--- src/rtl/dmi_bridge_pkg.sv ---
package dmi_bridge_pkg;
  typedef enum logic [2:0] {
    SEL_BYPASS,
    SEL_IDCODE,
    SEL_ADDR,
    SEL_READ,
    SEL_WRRD
  } dr_sel_e;

  typedef enum logic [1:0] {
    BUS_IDLE,
    BUS_RD,
    BUS_WR
  } bus_st_e;
endpackage

--- src/rtl/dmi_dr_chain.sv ---
module dmi_dr_chain #(
  parameter int W     = 64,
  parameter int LEN_W = $clog2(W + 1)
) (
  input  logic             clk,
  input  logic             rst_n,
  input  logic             cap_en,
  input  logic [W-1:0]     cap_val,
  input  logic             load_en,
  input  logic [W-1:0]     load_val,
  input  logic             shift_en,
  input  logic             tdi,
  input  logic [LEN_W-1:0] len,
  output logic [W-1:0]     dr_q,
  output logic             tdo
);
  logic [W-1:0] sr_q, sr_d, shifted;

  always_comb begin
    shifted = {1'b0, sr_q[W-1:1]};
    for (int i = 0; i < W; i++) begin
      if (i == int'(len) - 1) shifted[i] = tdi;
      else if (i >= int'(len)) shifted[i] = 1'b0;
    end
  end

  always_comb begin
    sr_d = sr_q;
    if (load_en)       sr_d = load_val;
    else if (cap_en)   sr_d = cap_val;
    else if (shift_en) sr_d = shifted;
  end

  always_ff @(posedge clk or negedge rst_n) begin
    if (!rst_n) sr_q <= '0;
    else if (load_en || cap_en || shift_en) sr_q <= sr_d;
  end

  assign dr_q = sr_q;
  assign tdo  = sr_q[0];
endmodule

--- src/rtl/dmi_req_ctrl.sv ---
module dmi_req_ctrl
  import dmi_bridge_pkg::*;
#(
  parameter int ADDR_W = 8,
  parameter int DATA_W = 64
) (
  input  logic              clk,
  input  logic              rst_n,
  input  logic              rd_start,
  input  logic              wr_start,
  input  logic [ADDR_W-1:0] addr,
  input  logic [DATA_W-1:0] wr_data,
  input  logic              dmi_ack,
  output logic              dmi_req,
  output logic              dmi_we,
  output logic [ADDR_W-1:0] dmi_addr,
  output logic [DATA_W-1:0] dmi_wdata,
  output logic              rd_done
);
  bus_st_e           st_q, st_d;
  logic [ADDR_W-1:0] addr_q;
  logic [DATA_W-1:0] wdata_q;
  logic              start;

  assign start = (st_q == BUS_IDLE) && (rd_start || wr_start);

  always_comb begin
    st_d = st_q;
    case (st_q)
      BUS_IDLE: if (rd_start) st_d = BUS_RD;
                else if (wr_start) st_d = BUS_WR;
      BUS_RD, BUS_WR: if (dmi_ack) st_d = BUS_IDLE;
      default: st_d = BUS_IDLE;
    endcase
  end

  always_ff @(posedge clk or negedge rst_n) begin
    if (!rst_n) st_q <= BUS_IDLE;
    else        st_q <= st_d;
  end

  always_ff @(posedge clk or negedge rst_n) begin
    if (!rst_n) addr_q <= '0;
    else if (start) addr_q <= addr;
  end

  always_ff @(posedge clk or negedge rst_n) begin
    if (!rst_n) wdata_q <= '0;
    else if (start && !rd_start) wdata_q <= wr_data;
  end

  assign dmi_req   = (st_q != BUS_IDLE);
  assign dmi_we    = (st_q == BUS_WR);
  assign dmi_addr  = addr_q;
  assign dmi_wdata = wdata_q;
  assign rd_done   = (st_q == BUS_RD) && dmi_ack;

  assert_req_hold_R7: assert property (@(posedge clk) disable iff (!rst_n)
    dmi_req && !dmi_ack |=> dmi_req && $stable(dmi_addr) && $stable(dmi_we) && $stable(dmi_wdata));
  assert_req_drop_R7: assert property (@(posedge clk) disable iff (!rst_n)
    dmi_req && dmi_ack |=> !dmi_req);
endmodule

--- src/rtl/dmi_jtag_bridge.sv ---
module dmi_jtag_bridge
  import dmi_bridge_pkg::*;
#(
  parameter int          IR_W      = 4,
  parameter int          ADDR_W    = 8,
  parameter int          DATA_W    = 64,
  parameter int          ID_W      = 32,
  parameter logic [31:0] ID_VALUE  = 32'h0000_18FF,
  parameter int          CODE_ID   = 1,
  parameter int          CODE_ADDR = 8,
  parameter int          CODE_READ = 9,
  parameter int          CODE_WRRD = 10
) (
  input  logic              clk,
  input  logic              rst_n,
  input  logic [IR_W-1:0]   ir,
  input  logic              capture_dr,
  input  logic              shift_dr,
  input  logic              update_dr,
  input  logic              tdi,
  output logic              tdo,
  output logic              dmi_req,
  output logic              dmi_we,
  output logic [ADDR_W-1:0] dmi_addr,
  output logic [DATA_W-1:0] dmi_wdata,
  input  logic [DATA_W-1:0] dmi_rdata,
  input  logic              dmi_ack
);
  localparam int LEN_W = $clog2(DATA_W + 1);

  logic [1:0]        rst_sync_q;
  logic              rst_int_n;
  dr_sel_e           sel;
  logic [ADDR_W-1:0] addr_q;
  logic [DATA_W-1:0] hold_q;
  logic [DATA_W-1:0] cap_val, dr_q;
  logic [LEN_W-1:0]  len;
  logic              rd_start, wr_start, rd_done, addr_upd;

  // asynchronous assertion, synchronous release
  always_ff @(posedge clk or negedge rst_n) begin
    if (!rst_n) rst_sync_q <= 2'b00;
    else        rst_sync_q <= {rst_sync_q[0], 1'b1};
  end
  assign rst_int_n = rst_sync_q[1];

  always_comb begin
    if (ir == IR_W'(CODE_ID))        sel = SEL_IDCODE;
    else if (ir == IR_W'(CODE_ADDR)) sel = SEL_ADDR;
    else if (ir == IR_W'(CODE_READ)) sel = SEL_READ;
    else if (ir == IR_W'(CODE_WRRD)) sel = SEL_WRRD;
    else                             sel = SEL_BYPASS;
  end

  always_comb begin
    cap_val = '0;
    len     = LEN_W'(1);
    case (sel)
      SEL_IDCODE: begin cap_val = DATA_W'(ID_VALUE[ID_W-1:0]); len = LEN_W'(ID_W); end
      SEL_ADDR:   begin cap_val = DATA_W'(addr_q); len = LEN_W'(ADDR_W); end
      SEL_READ,
      SEL_WRRD:   begin cap_val = hold_q; len = LEN_W'(DATA_W); end
      default:    begin cap_val = '0; len = LEN_W'(1); end
    endcase
  end

  assign rd_start = capture_dr && (sel == SEL_READ || sel == SEL_WRRD);
  assign wr_start = update_dr && (sel == SEL_WRRD);
  assign addr_upd = update_dr && (sel == SEL_ADDR);

  always_ff @(posedge clk or negedge rst_int_n) begin
    if (!rst_int_n) addr_q <= '0;
    else if (addr_upd) addr_q <= dr_q[ADDR_W-1:0];
  end

  always_ff @(posedge clk or negedge rst_int_n) begin
    if (!rst_int_n) hold_q <= '0;
    else if (rd_done) hold_q <= dmi_rdata;
  end

  dmi_dr_chain #(.W(DATA_W), .LEN_W(LEN_W)) u_chain (
    .clk      (clk),
    .rst_n    (rst_int_n),
    .cap_en   (capture_dr),
    .cap_val  (cap_val),
    .load_en  (rd_done),
    .load_val (dmi_rdata),
    .shift_en (shift_dr),
    .tdi      (tdi),
    .len      (len),
    .dr_q     (dr_q),
    .tdo      (tdo)
  );

  dmi_req_ctrl #(.ADDR_W(ADDR_W), .DATA_W(DATA_W)) u_ctrl (
    .clk       (clk),
    .rst_n     (rst_int_n),
    .rd_start  (rd_start),
    .wr_start  (wr_start),
    .addr      (addr_q),
    .wr_data   (dr_q),
    .dmi_ack   (dmi_ack),
    .dmi_req   (dmi_req),
    .dmi_we    (dmi_we),
    .dmi_addr  (dmi_addr),
    .dmi_wdata (dmi_wdata),
    .rd_done   (rd_done)
  );

  assert_idcode_lsb_R2: assert property (@(posedge clk) disable iff (!rst_int_n)
    capture_dr && sel == SEL_IDCODE && !dmi_ack |=> tdo == ID_VALUE[0]);
  assert_bypass_zero_R6: assert property (@(posedge clk) disable iff (!rst_int_n)
    capture_dr && sel == SEL_BYPASS && !dmi_ack |=> !tdo);
  assert_read_flag_R4: assert property (@(posedge clk) disable iff (!rst_int_n)
    capture_dr && sel == SEL_READ && !dmi_req |=> dmi_req && !dmi_we);
  assert_no_req_upd_R8: assert property (@(posedge clk) disable iff (!rst_int_n)
    update_dr && sel == SEL_READ && !dmi_req |=> !dmi_req);
endmodule

--- config.mk ---
export PLATFORM = sky130hd
export DESIGN_NAME = dmi_jtag_bridge
export DESIGN_NICKNAME = d
export VERILOG_FILES = /design/src/rtl/dmi_bridge_pkg.sv /design/src/rtl/dmi_dr_chain.sv /design/src/rtl/dmi_req_ctrl.sv /design/src/rtl/dmi_jtag_bridge.sv
export SDC_FILE = /design/constraint.sdc
export NUM_CORES = 1
export LEC_CHECK = 0
export BUFFER_PORTS_ARGS = -buffer_cell sky130_fd_sc_hd__buf_2
export CAP_MARGIN = 20
export CELL_PAD_IN_SITES_DETAIL_PLACEMENT = 0
export CELL_PAD_IN_SITES_GLOBAL_PLACEMENT = 1
export CORE_ASPECT_RATIO = 1.2
export CORE_MARGIN = 2
export CORE_UTILIZATION = 35
export CTS_CLUSTER_DIAMETER = 100
export DETAILED_ROUTE_END_ITERATION = 16
export PLACE_DENSITY_LB_ADDON = 0.1
export SYNTH_ARGS = -nofsm -noshare
export SYNTH_HDL_FRONTEND = slang
export SYNTH_SLANG_ARGS = --single-unit
--- constraint.sdc ---
create_clock -name clk -period 6.9 [get_ports clk]
set_input_delay 0.69 -clock clk [delete_from_list [all_inputs] [get_ports clk]]
set_output_delay 0.69 -clock clk [all_outputs]
set_load 0.005 [all_outputs]
Word-level counts from Yosys, hierarchy flattened
Cells that the tools add are included.
{"block": "totals", "ff_bits": 212, "input_bits": 75, "output_inout_bits": 75}
{"block": "classes", "n_addsub": 1, "order_cmp": 63, "n_eq_ne": 75, "muxes": 140, "n_reduce_logical": 19}
{"cell": "7-bit by 32-bit equality test with 1-bit output, first input constant", "n": 32}
{"cell": "6-bit by 32-bit equality test with 1-bit output, first input constant", "n": 16}
{"cell": "5-bit by 32-bit equality test with 1-bit output, first input constant", "n": 8}
{"cell": "6-bit by 7-bit greater-or-equal comparator with 1-bit output, first input constant", "n": 31}
{"cell": "64-bit two-way mux", "n": 3}
{"cell": "64-bit case mux with 3 select lines", "n": 1}
{"cell": "4-bit by 32-bit equality test with 1-bit output, first input constant", "n": 4}
{"cell": "1-bit two-way mux", "n": 127}
{"cell": "5-bit by 7-bit greater-or-equal comparator with 1-bit output, first input constant", "n": 16}
{"cell": "3-bit by 32-bit equality test with 1-bit output, first input constant", "n": 2}
{"cell": "4-bit by 7-bit greater-or-equal comparator with 1-bit output, first input constant", "n": 8}
{"cell": "2-bit by 32-bit equality test with 1-bit output, first input constant", "n": 1}
{"cell": "32-bit logical NOT", "n": 1}
{"cell": "3-bit by 7-bit greater-or-equal comparator with 1-bit output, first input constant", "n": 4}
{"cell": "7-bit case mux with 3 select lines", "n": 1}
{"cell": "1-bit by 7-bit greater-or-equal comparator with 1-bit output, first input constant", "n": 2}
{"cell": "2-bit by 7-bit greater-or-equal comparator with 1-bit output, first input constant", "n": 2}
{"cell": "4-bit equality test, second input constant", "n": 3}
{"cell": "3-bit two-way mux", "n": 4}
{"cell": "7-bit by 1-bit subtractor with 8-bit output, second input constant", "n": 1}
{"cell": "3-bit by 2-bit equality test with 1-bit output, second input constant", "n": 2}
{"cell": "1-bit logical AND", "n": 6}
{"cell": "2-bit two-way mux", "n": 3}
{"cell": "4-bit by 1-bit equality test with 1-bit output, second input constant", "n": 1}
{"cell": "other kinds (14)", "n": 19}

Depth between registers and ports, before layout
Gate-level depths: netlist (run 1).
{"block": "depth", "word_depth": 14, "depth_mapped": 10}

Hierarchy
Synthesis (run 1) repeated with hierarchy kept, for this count alone.
{"block": "unflattened", "hier_cells": 1146, "hier_area_um2": 11720.0}
{"mod": "dmi_dr_chain", "n_inst": 1, "cells_per_inst": 738, "area_each_um2": 5337.6, "seq_area_each_um2": 1601.5}
{"mod": "dmi_jtag_bridge", "n_inst": 1, "cells_per_inst": 240, "area_each_um2": 3254.4, "seq_area_each_um2": 1851.8}
{"mod": "dmi_req_ctrl", "n_inst": 1, "cells_per_inst": 168, "area_each_um2": 3128.0, "seq_area_each_um2": 1851.8}

Worst setup path after synthesis (run 1)
No wires, ideal clock.
{"block": "synth_path", "path_type": "input -> register", "from": "in ir[1]", "to": "reg u_ctrl.wdata_q[0], in the netlist u_ctrl.dmi_wdata[0]", "setup_time_ns": 0.125, "t_arrival_ns": 1.975, "required_ns": 6.775, "slack_ns": 4.800, "stages": 7, "cell_sequence": "buf_2 > and2b_4 > o211ai_2 > nor2b_4 > buf_6 > buf_6 > mux2_4"}
{"block": "synth_via", "elab_chain_cells": 11, "word_cells_on_any_way": 17, "classes_between": "eq/ne: 6; mux: 4; reduce/logical: 7"}
{"element": "from (decl)", "line_no": "dmi_jtag_bridge.sv:16", "source": "input logic [IR_W-1:0] ir,"}
{"element": "4-bit equality test", "line_no": "dmi_jtag_bridge.sv:51", "source": "else if (ir == IR_W'(CODE_WRRD)) sel = SEL_WRRD;"}
{"element": "3-bit two-way mux", "line_no": "dmi_jtag_bridge.sv:51"}
{"element": "3-bit two-way mux", "line_no": "dmi_jtag_bridge.sv:50", "source": "else if (ir == IR_W'(CODE_READ)) sel = SEL_READ;"}
{"element": "3-bit two-way mux", "line_no": "dmi_jtag_bridge.sv:49", "source": "else if (ir == IR_W'(CODE_ADDR)) sel = SEL_ADDR;"}
{"element": "3-bit two-way mux (*)", "line_no": "dmi_jtag_bridge.sv:48", "source": "if (ir == IR_W'(CODE_ID)) sel = SEL_IDCODE;"}
{"element": "3-bit by 2-bit equality test with 1-bit output or 3-bit equality test (tied branches)", "line_no": "dmi_jtag_bridge.sv:67, dmi_jtag_bridge.sv:68"}
{"element": "1-bit logical OR", "line_no": "dmi_jtag_bridge.sv:67", "source": "assign rd_start = capture_dr && (sel == SEL_READ || sel == SEL_WRRD);"}
{"element": "1-bit logical AND", "line_no": "dmi_jtag_bridge.sv:67"}
{"element": "1-bit logical OR", "line_no": "dmi_req_ctrl.sv:25", "source": "assign start = (st_q == BUS_IDLE) && (rd_start || wr_start);"}
{"element": "1-bit logical AND", "line_no": "dmi_req_ctrl.sv:25"}
{"element": "1-bit logical AND (*)", "line_no": "dmi_req_ctrl.sv:49", "source": "else if (start && !rd_start) wdata_q <= wr_data;"}
{"element": "to (signal assigned)", "line_no": "dmi_req_ctrl.sv:49"}
{"element": "to (decl)", "line_no": "dmi_req_ctrl.sv:22", "source": "logic [DATA_W-1:0] wdata_q;"}
Every way passes the cells marked *; elsewhere a longest branch is shown, timed or not.
A chain may end at the register's enable or synchronous reset.

Final worst setup path (run 1)
{"block": "layout_path", "from": "reg u_ctrl.st_q[1]", "to": "reg u_chain.sr_q[63], in the netlist u_chain.dr_q[63]"}
{"block": "layout_via", "elab_chain_cells": 5, "word_cells_on_any_way": 7, "classes_between": "eq/ne: 1; mux: 1; reduce/logical: 5"}
{"element": "from (decl)", "line_no": "dmi_req_ctrl.sv:20", "source": "bus_st_e st_q, st_d;"}
{"element": "from (signal assigned)", "line_no": "dmi_req_ctrl.sv:39", "source": "else st_q <= st_d;"}
{"element": "2-bit by 1-bit equality test with 1-bit output (*)", "line_no": "dmi_req_ctrl.sv:56", "source": "assign rd_done = (st_q == BUS_RD) && dmi_ack;"}
{"element": "1-bit logical AND (*)", "line_no": "dmi_req_ctrl.sv:56"}
{"element": "1-bit logical OR (2 in a row)", "line_no": "dmi_dr_chain.sv:36", "source": "else if (load_en || cap_en || shift_en) sr_q <= sr_d;"}
{"element": "2-bit AND reduction (no line)"}
{"element": "to (signal assigned)", "line_no": "dmi_dr_chain.sv:36"}
{"element": "to (decl)", "line_no": "dmi_dr_chain.sv:17", "source": "logic [W-1:0] sr_q, sr_d, shifted;"}
Marked as above.

==> results of run 1 <==
through the flow:
step                      std cells  instance area, um^2  hold slack [ns]  util [%]  total power, mW
after CTS                      1332                11100            0.349      42.3             4.28
after global routing           1332                11100            0.356      42.3             4.51
after detailed placement       1287                10300            0.336      39.3             3.01
after global placement         1287                10300            0.339      39.3             2.99
after floorplan                 848                 9360            0.331         -             2.60
final                          1332                11100            0.349      42.3             4.21
cells by family (layout without fill, tap and decap cells):
kind of cell | after synthesis | count (layout) | synth area share [%]
and+or+nand+nor | 330 | 330 | 14.1
muxes | 108 | 108 | 14.7
DFF | 212 | 212 | 56.7
adders and majority gates | 3 | 3 | 0.401
buffers and inverters | 59 | 208 | 3.41
AOI/OAI and AO/OA | 135 | 135 | 10.7
other | 1 | 1 | 0.0401
worst max-delay path by stage:
stage | slack [ns] | endpoint | depth (start not counted) | from
floorplan | 0.55 | addr_q[0] | 0 | rst_sync_q[1]
global placement | 3.44 | u_chain.dr_q[35] | 7 | dmi_ack
detailed placement | 3.40 | u_chain.dr_q[32] | 7 | dmi_ack
CTS | 3.50 | u_chain.dr_q[63] | 8 | u_ctrl.st_q[1]
global route | 3.24 | u_chain.dr_q[36] | 8 | u_ctrl.st_q[1]
finish | 3.54 | u_chain.dr_q[63] | 8 | u_ctrl.st_q[1]
sequential cells by signal (all words and copies together), names as in the netlist:
signal	count
u_chain.dr_q	64
hold_q	64
rst_sync_q	2
u_ctrl.st_q	2
addr_q	8
u_ctrl.dmi_addr	8
u_ctrl.dmi_wdata	64
power groups by stage:
stage                     Clock [mW]  Sequential (mW)  Combinational (mW)
final                           1.24             1.95                1.01
after global routing            1.34             2.02                1.16
after CTS                       1.28             1.96                1.04
after detailed placement           0             1.98                1.03
after global placement             0             1.97                1.02
after floorplan                    0             1.92               0.679
timing repair:
item	4_1_cts	5_1_grt
endpoints found under the hold margin	2	0
setup buffers	0	0
gates resized for setup	0	0
hold buffers	1	0
metal layers:
metal | track usage, % | wire (um) | vias up
met5 | 0 | 0 | -
met4 | 3.70 | 281 | 0
met3 | 2.88 | 1080 | 19
met2 | 27.5 | 11400 | 141
met1 | 24.0 | 11000 | 3285
li1 | - | - | 3187
cells in the mapped netlist (all sizes together), types with 6 or more instances:
cell	instances	area, um^2
mux2i	26	260
nand2	260	978
o31ai	8	60.1
buf	36	233
a41oi	22	200
o21a	26	196
a22oi	6	45.0
nand3	6	30.0
dfrtp	212	5310
o211ai	26	200
a21oi	19	95.1
inv	6	22.5
clkbuf	17	63.8
a31oi	11	68.8
nor2	45	169
mux2	82	1110
o311a	6	60.1
critical path, delay by kind of cell (launching register included):
family                     cells  cell delay (ns)
adders and majority gates      1             0.19
DFF                            1             0.39
AOI/OAI and AO/OA              2             0.26
buffers and inverters          2             0.71
and+or+nand+nor                3             1.56
area by class of cell:
| type | instances | share of cell area (%) |
|---|---|---|
| clock buffer | 37 | 6.67 |
| clock inverter | 7 | 0.315 |
| inverter | 6 | 0.203 |
| multi-input combinational | 577 | 33.8 |
| sequential | 212 | 47.8 |
| tap | 335 | 3.77 |
| timing repair buffer | 158 | 7.46 |
==> qor.txt, run 1 <==
Status - completed
Placeable Area - 26,300 um^2
Commonest non-fill, non-tap cell in the layout - nand2_1
Peak fanout along the critical path - 78
Area delta synth->final - 18.7%
Mapped Cells - 848
Reg-to-reg endpoint - u_chain.dr_q[63]
CP cell instances - inv_1 > ha_1 > and2_4 > or3_4 > buf_4 > nand2_1 > a31oi_1 > a21oi_1
Register area share after synthesis - 56.7%
Reg clk slew, reported paths - 0.06 ns
HP Start - rst_sync_q[0]
CP Data Required Time - 7.29 ns
Detailed placer's ending HPWL - 14.7 mm
# diodes - 0
Synth cell types - 47
Synthesized area - 9360 um^2
PwrDens - 379 nW/um^2
Post-Route Skew - 0.0147 ns
Yosys warning count - 0
Yosys reg bits - 212
Worst slack, placed - 3.40 ns
H-tree depth - 1
HP Class - flop to flop
Final WS setup - 3.54 ns
Placer Congestion - 0.735
Ratio of cells with drive above 1 in the final layout - 27.0%
Pins Over Slew Limit - 0
Max_slew headroom - 26.9%
# rows - 65
Int Pwr - 2.93 mW
Initial antenna violation count - 0
CP Launch Type - flop
Tcrit/Tclk final - 48.6%
R2r startpoint - u_ctrl.st_q[1]
Clock network power share - 29.5%
Max-cap violations - 0
Crit path DAT - 3.75 ns
Initial DRC count - 338
Die area - 28,100 um^2
Critical Path End Type - flop
Vias per cell - 4.98
Asr flop ratio synth - 100%
FILL cells - 2,621
Port-buffer cells - 149
Minimum clock period - 3.36 ns
Crit path kind - flop to flop
Commonest non-fill, non-tap cells in the layout - nand2_1, dfrtp_1, buf_2
CTS tree - built
Cells on Worst Hold Path - 0
R2R setup slack - 3.54 ns
Initial Utilization - 35.6%
Slowest cell on the critical path - and2_4
Syn Area/Cell - 11.0 um^2
WL/cell - 17.8 um
Largest net degree at the start of global routing - 152
Final TNS setup - 0 ns
Clk root buf - clkbuf_16
WHS Endpoint - rst_sync_q[1]
Crit path largest cell delay - 0.79 ns
Global-route wire length before repair - 38.4 mm
Total grt overflow - 0
Mapped Nets - 926
TritonCTS Buffers - 24
Worst-case reg-to-reg path depth - 8
Footprint of the multi-input gates - 3750 um^2
Number of enable flip-flop cells after synthesis - 0
DRT Pass-1 Iters - 4
Sw Ratio - 30.5%
Vias in the first global route - 6,739
Leak pwr - 5.57 nW
Switching power - 1.29 mW
Final setup fails - 0
Worst-skew pair later-pin latency - 0.52 ns
Die Wd - 153 um
Hold Violations, Final - 0
Peak Freq - 298 MHz
Logic pwr share - 24.1%
DRC - 0
Clk sinks - 212
DIE HEIGHT - 183 um
Measured slew at the worst slew-check pin - 1.09 ns
CTS Buffer Depth - 3
Register Area - 5310 um^2
Seq pwr share - 46.4%
Routed Antenna Nets - 0
GR Util All Layers - 17.0%
Post-Route WL - 23.7 mm
Peak VDD IR - 0.193 mV
RSZ-0062 raised after global routing - false
Final net count - 1,057
Ys flop type - dfrtp_1
I/O pins - 150
Routed via count - 6,632
No activity file was read; power rests on OpenSTA's default activity.
==> run 2, diff against run 1 <==
==> constraint.sdc (replaced) <==
create_clock -name clk -period 3.3 [get_ports clk]
set_input_delay 0.33 -clock clk [delete_from_list [all_inputs] [get_ports clk]]
set_output_delay 0.33 -clock clk [all_outputs]
set_load 0.005 [all_outputs]
==> qor.txt, run 2 (synthesized netlist as in run 1, its figures left out) <==
Peak VDD IR - 0.327 mV (+69%)
Final non-filler cell total - 1,341 (+0.68%)
Vias in the first global route - 6,982 (+3.6%)
# resized after CTS - 0 (unchanged)
Placeable Area - 26,300 um^2 (unchanged)
TritonCTS Buffers - 24 (unchanged)
Area delta synth->final - 19.8%
Peak Freq - 404 MHz (+36%)
Reg clk slew, reported paths - 0.06 ns (about the same)
Post-Route Skew - 0.00682 ns (-0.00786 ns)
PwrDens - 793 nW/um^2 (+110%)
Worst-skew pair later-pin latency - 0.51 ns (about the same)
Clk root buf - clkbuf_16
Leak pwr - 5.62 nW (+0.89%)
Commonest non-fill, non-tap cell in the layout - nand2_1
Minimum clock period - 2.48 ns (-0.880 ns)
Routed Antenna Nets - 0 (unchanged)
Peak fanout along the critical path - 40 (-49%)
Largest net degree at the start of global routing - 58 (-62%)
DIE HEIGHT - 183 um (unchanged)
Initial antenna violation count - 2 (+2)
RSZ-0062 raised after global routing - false
Max_slew headroom - 43.7% (+17 points)
Initial Utilization - 35.6% (unchanged)
Measured slew at the worst slew-check pin - 0.838 ns (-0.256 ns)
FILL cells - 2,559 (-2.4%)
CP Data Required Time - 3.71 ns (-3.58 ns)
Crit path DAT - 2.88 ns (-0.87 ns)
Max-cap violations - 0 (unchanged)
CP Launch Type - flop
Status - completed
Die Wd - 153 um (unchanged)
Clk sinks - 212 (unchanged)
GR Util All Layers - 17.2% (+0.23 points)
Initial DRC count - 332 (-1.8%)
Global-route wire length before repair - 39.1 mm (+1.9%)
Commonest non-fill, non-tap cells in the layout - nand2_1, dfrtp_1, buf_2
DRC - 0 (unchanged)
Tcrit/Tclk final - 75.0% (+26 points)
Routed via count - 6,660 (+0.42%)
Vias per cell - 4.97 (-0.25%)
Logic pwr share - 24.2% (about the same)
WL/cell - 17.8 um (-0.20%)
Hold Violations, Final - 0 (unchanged)
HP Class - primary input to flop
Pins Over Slew Limit - 0 (unchanged)
Critical Path End Type - flop
DRT Pass-1 Iters - 4 (unchanged)
CTS tree - built
H-tree depth - 1 (unchanged)
Final WS setup - 0.824 ns (-2.72 ns)
Final TNS setup - 0 ns (unchanged)
Final setup fails - 0 (unchanged)
Ratio of cells with drive above 1 in the final layout - 27.3% (+0.28 points)
Die area - 28,100 um^2 (unchanged)
Placed instance count - 1,296 (+0.70%)
Sw Ratio - 30.2% (-0.34 points)
Finished Core Util - 42.7% (+0.40 points)
CTS Buffer Depth - 3 (unchanged)
Detailed placer's ending HPWL - 15.5 mm (+5.1%)
Total grt overflow - 0 (unchanged)
Post-Route WL - 23.8 mm (+0.48%)
Seq pwr share - 45.8% (-0.6 points)
Crit path kind - flop to flop
Port-buffer cells - 149 (unchanged)
CTS Hold Bufs - 1 (unchanged)
Final net count - 1,066 (+0.85%)
Int Pwr - 6.20 mW (+110%)
Placer Congestion - 0.759 (+3.3%)
Worst slack, placed - 0.803 ns (-2.60 ns)
Clock network power share - 30.0% (+0.5 points)
Post-CTS Setup Bufs - 0 (unchanged)
Cells on Worst Hold Path - 3 (+3)
Worst-case reg-to-reg path depth - 7 (-1)
# rows - 65 (unchanged)
Switching power - 2.68 mW (+110%)
I/O pins - 150 (unchanged)
-- run 2: area by class of cell --
cell class,count,area (um^2),share of cell area (%)
Sequential cell,212,5310,47.3
Multi-Input combinational cell,577,3750,33.5
Timing Repair Buffer,167,921,8.21
Clock buffer,36,697,6.22
Tap cell,335,419,3.74
Clock inverter,7,88.8,0.792
Inverter,6,22.5,0.201
Antenna cell,1,2.50,0.0223
-- run 2: critical path, stage by stage, from the launching register on --
cell and delay [ns]:
dfrtp_1 0.39, inv_1 0.11, ha_1 0.19, and2_4 0.46, or3_4 0.50, buf_4 0.40
o211ai_1 0.15, o21a_1 0.13
-- run 2: worst paths after layout --
kind	start	end	slack [ns]
max in group asynchronous	rst_sync_q[1]	u_chain.dr_q[11]	2.04
min in group asynchronous	rst_n	rst_sync_q[1]	0.13
setup / recovery	u_ctrl.st_q[1]	u_chain.dr_q[56]	0.82
setup reg to reg	u_ctrl.st_q[1]	u_chain.dr_q[56]	0.82
hold / removal	dmi_rdata[31]	hold_q[31]	0.04
hold reg to reg	rst_sync_q[0]	rst_sync_q[1]	0.35
-- run 2: power groups by stage --
stage / registers [mW] / logic (mW) / clock network (mW)
detailed placement: 4.12 / 2.18 / 0
floorplan: 4.02 / 1.42 / 0
global route: 4.21 / 2.43 / 2.87
CTS: 4.09 / 2.20 / 2.76
finish: 4.07 / 2.15 / 2.67
global placement: 4.12 / 2.15 / 0
-- run 2: per-layer routing --
layer  wire (um)  GRT usage [%]
met4         505           4.41
met2       11200           27.8
met3        1050           2.74
met5           0              0
met1       11100           24.2
-- run 2: stage by stage --
step | power (mW) | cell area (um^2) | hold slack (ns)
global placement | 6.27 | 10400 | 0.117
detailed placement | 6.30 | 10400 | 0.118
CTS | 9.05 | 11200 | 0.0155
finish | 8.89 | 11200 | 0.0375
floorplan | 5.44 | 9360 | 0.0344
global route | 9.51 | 11200 | 0.0248
==> run 3, diff against run 2 <==
==> constraint.sdc (replaced) <==
create_clock -name clk -period 2.4 [get_ports clk]
set_input_delay 0.24 -clock clk [delete_from_list [all_inputs] [get_ports clk]]
set_output_delay 0.24 -clock clk [all_outputs]
set_load 0.005 [all_outputs]
==> qor.txt, run 3 (synthesized netlist as in run 1, its figures left out) <==
Initial DRC count - 310 (-6.6%)
Vias per cell - 4.91 (-1.1%)
CP Data Required Time - 2.79 ns (-0.92 ns)
CTS Buffer Depth - 3 (unchanged)
Clk sinks - 212 (unchanged)
Commonest non-fill, non-tap cells in the layout - nand2_1, dfrtp_1, buf_2
Final instance area - 11,900 um^2 (+5.9%)
Commonest non-fill, non-tap cell in the layout - nand2_1
CTS Hold Bufs - 63 (+62)
Final WS setup - 0.447 ns (-0.377 ns)
DRC - 0 (unchanged)
Post-Route Skew - 0.0125 ns (+0.00563 ns)
Worst slack, placed - 0.315 ns (-0.488 ns)
Reg clk slew, reported paths - 0.06 ns (about the same)
Worst-skew pair later-pin latency - 0.51 ns (about the same)
Minimum clock period - 1.95 ns (-0.523 ns)
Global-route wire length before repair - 39.2 mm (+0.18%)
Finished Core Util - 45.2% (+2.5 points)
Routed Antenna Nets - 0 (unchanged)
Placed inst area - 10,500 um^2 (+0.60%)
Measured slew at the worst slew-check pin - 0.716 ns (-0.122 ns)
CP Launch Type - flop
Post-CTS Setup Bufs - 0 (unchanged)
Crit path kind - flop to flop
Final setup fails - 0 (unchanged)
TritonCTS Buffers - 23 (-4.2%)
Tcrit/Tclk final - 81.4% (+6.3 points)
CTS tree - built
Vias in the first global route - 7,071 (+1.3%)
Routed via count - 6,898 (+3.6%)
Critical Path End Type - flop
Initial Utilization - 35.6% (unchanged)
CP cell instances - inv_1 > ha_1 > and2_4 > or3_4 > buf_12 > nand2_1 > a31oi_1 > a21oi_1
# rows - 65 (unchanged)
WL/cell - 17.0 um (-4.4%)
Post-Route WL - 23.8 mm (about the same)
Status - complete, but fails checks
Peak fanout along the critical path - 64 (+60%)
Pins Over Slew Limit - 0 (unchanged)
Total grt overflow - 0 (unchanged)
GR Util All Layers - 17.1% (-0.059 points)
Placer Congestion - 0.766 (+0.92%)
Detailed placer's ending HPWL - 15.3 mm (-0.99%)
# diodes - 0 (-1)
Failing checks - negative hold slack
DRT Pass-1 Iters - 4 (unchanged)
Max-cap violations - 0 (unchanged)
Die area - 28,100 um^2 (unchanged)
Hold Violations, Final - 1 (+1)
Peak VDD IR - 0.580 mV (+78%)
RSZ-0062 raised after global routing - false
Final net count - 1,132 (+6.2%)
Slowest cell on the critical path - dfrtp_1
Area delta synth->final - 26.9%
Peak Freq - 512 MHz (+27%)
# resized after CTS - 0 (unchanged)
DIE HEIGHT - 183 um (unchanged)
Final TNS setup - 0 ns (unchanged)
PwrDens - 1030 nW/um^2 (+30%)
R2R setup slack - 0.45 ns (-0.38 ns)
Crit path largest cell delay - 0.40 ns (-0.10 ns)
Placeable Area - 26,300 um^2 (unchanged)
H-tree depth - 1 (unchanged)
CP top delay family - simple AND/OR/NAND/NOR gates
Max_slew headroom - 52.1% (+8.4 points)
Port-buffer cells - 149 (unchanged)
Die Wd - 153 um (unchanged)
Initial antenna violation count - 0 (-2)
Worst Hold Slack - -0.00288 ns (-0.0404 ns)
Clk root buf - clkbuf_16
Ratio of cells with drive above 1 in the final layout - 26.3% (-0.98 points)
Largest net degree at the start of global routing - 86 (+48%)
Leak pwr - 5.91 nW (+5.1%)
I/O pins - 150 (unchanged)
CP bufs+invs - 2 (unchanged)
HP Class - primary input to flop
Crit path DAT - 2.35 ns (-0.53 ns)
==> run 3: area by class of cell <==
| cell class | instances | area [um^2] |
|---|---|---|
| clock buffers | 32 | 669 |
| well taps | 335 | 419 |
| multi-input cells | 577 | 3750 |
| inverters | 6 | 22.5 |
| flip-flops and latches | 212 | 5310 |
| fillers | 2522 | 14400 |
| clock inverters | 8 | 93.8 |
| repair buffers | 234 | 1600 |
==> run 3: path summary, 6_finish.rpt <==
path	to	depth (start not counted)	from
min reg2reg	u_chain.dr_q[57]	0	rst_sync_q[1]
max in group asynchronous	addr_q[2]	1	rst_sync_q[1]
min	hold_q[36]	3	dmi_rdata[36]
min in group asynchronous	rst_sync_q[1]	2	rst_n
max reg2reg	u_chain.dr_q[37]	8	u_ctrl.st_q[1]
max	u_chain.dr_q[37]	8	u_ctrl.st_q[1]
==> run 3: through the flow <==
stage          std cells  total power, mW
2_1_floorplan        848             7.47
5_1_grt             1404             13.1
6_report            1404             12.2
3_5_place_dp        1301             8.71
4_1_cts             1404             12.5
3_3_place_gp        1301             8.65
==> run 3: worst reg2reg max path: stages (launching register included) <==
cell,delay (ns)
dfrtp_1,0.40
inv_1,0.11
ha_1,0.19
and2_4,0.31
or3_4,0.23
buf_12,0.28
nand2_1,0.11
a31oi_1,0.14
a21oi_1,0.08
==> run 3: where the power goes <==
group / switching [mW] / internal [mW] / leakage, nW
logic: 1.47 / 1.60 / 2.78
registers: 0.765 / 4.81 / 2.75
clock network: 1.45 / 2.15 / 0.382
total: 3.69 / 8.56 / 5.91
==> run 3: routing by layer <==
metal | track usage [%] | wire [um]
met1 | 23.9 | 11100
met2 | 28.5 | 11400
met3 | 2.65 | 1080
met4 | 3.44 | 333
met5 | 0 | 0
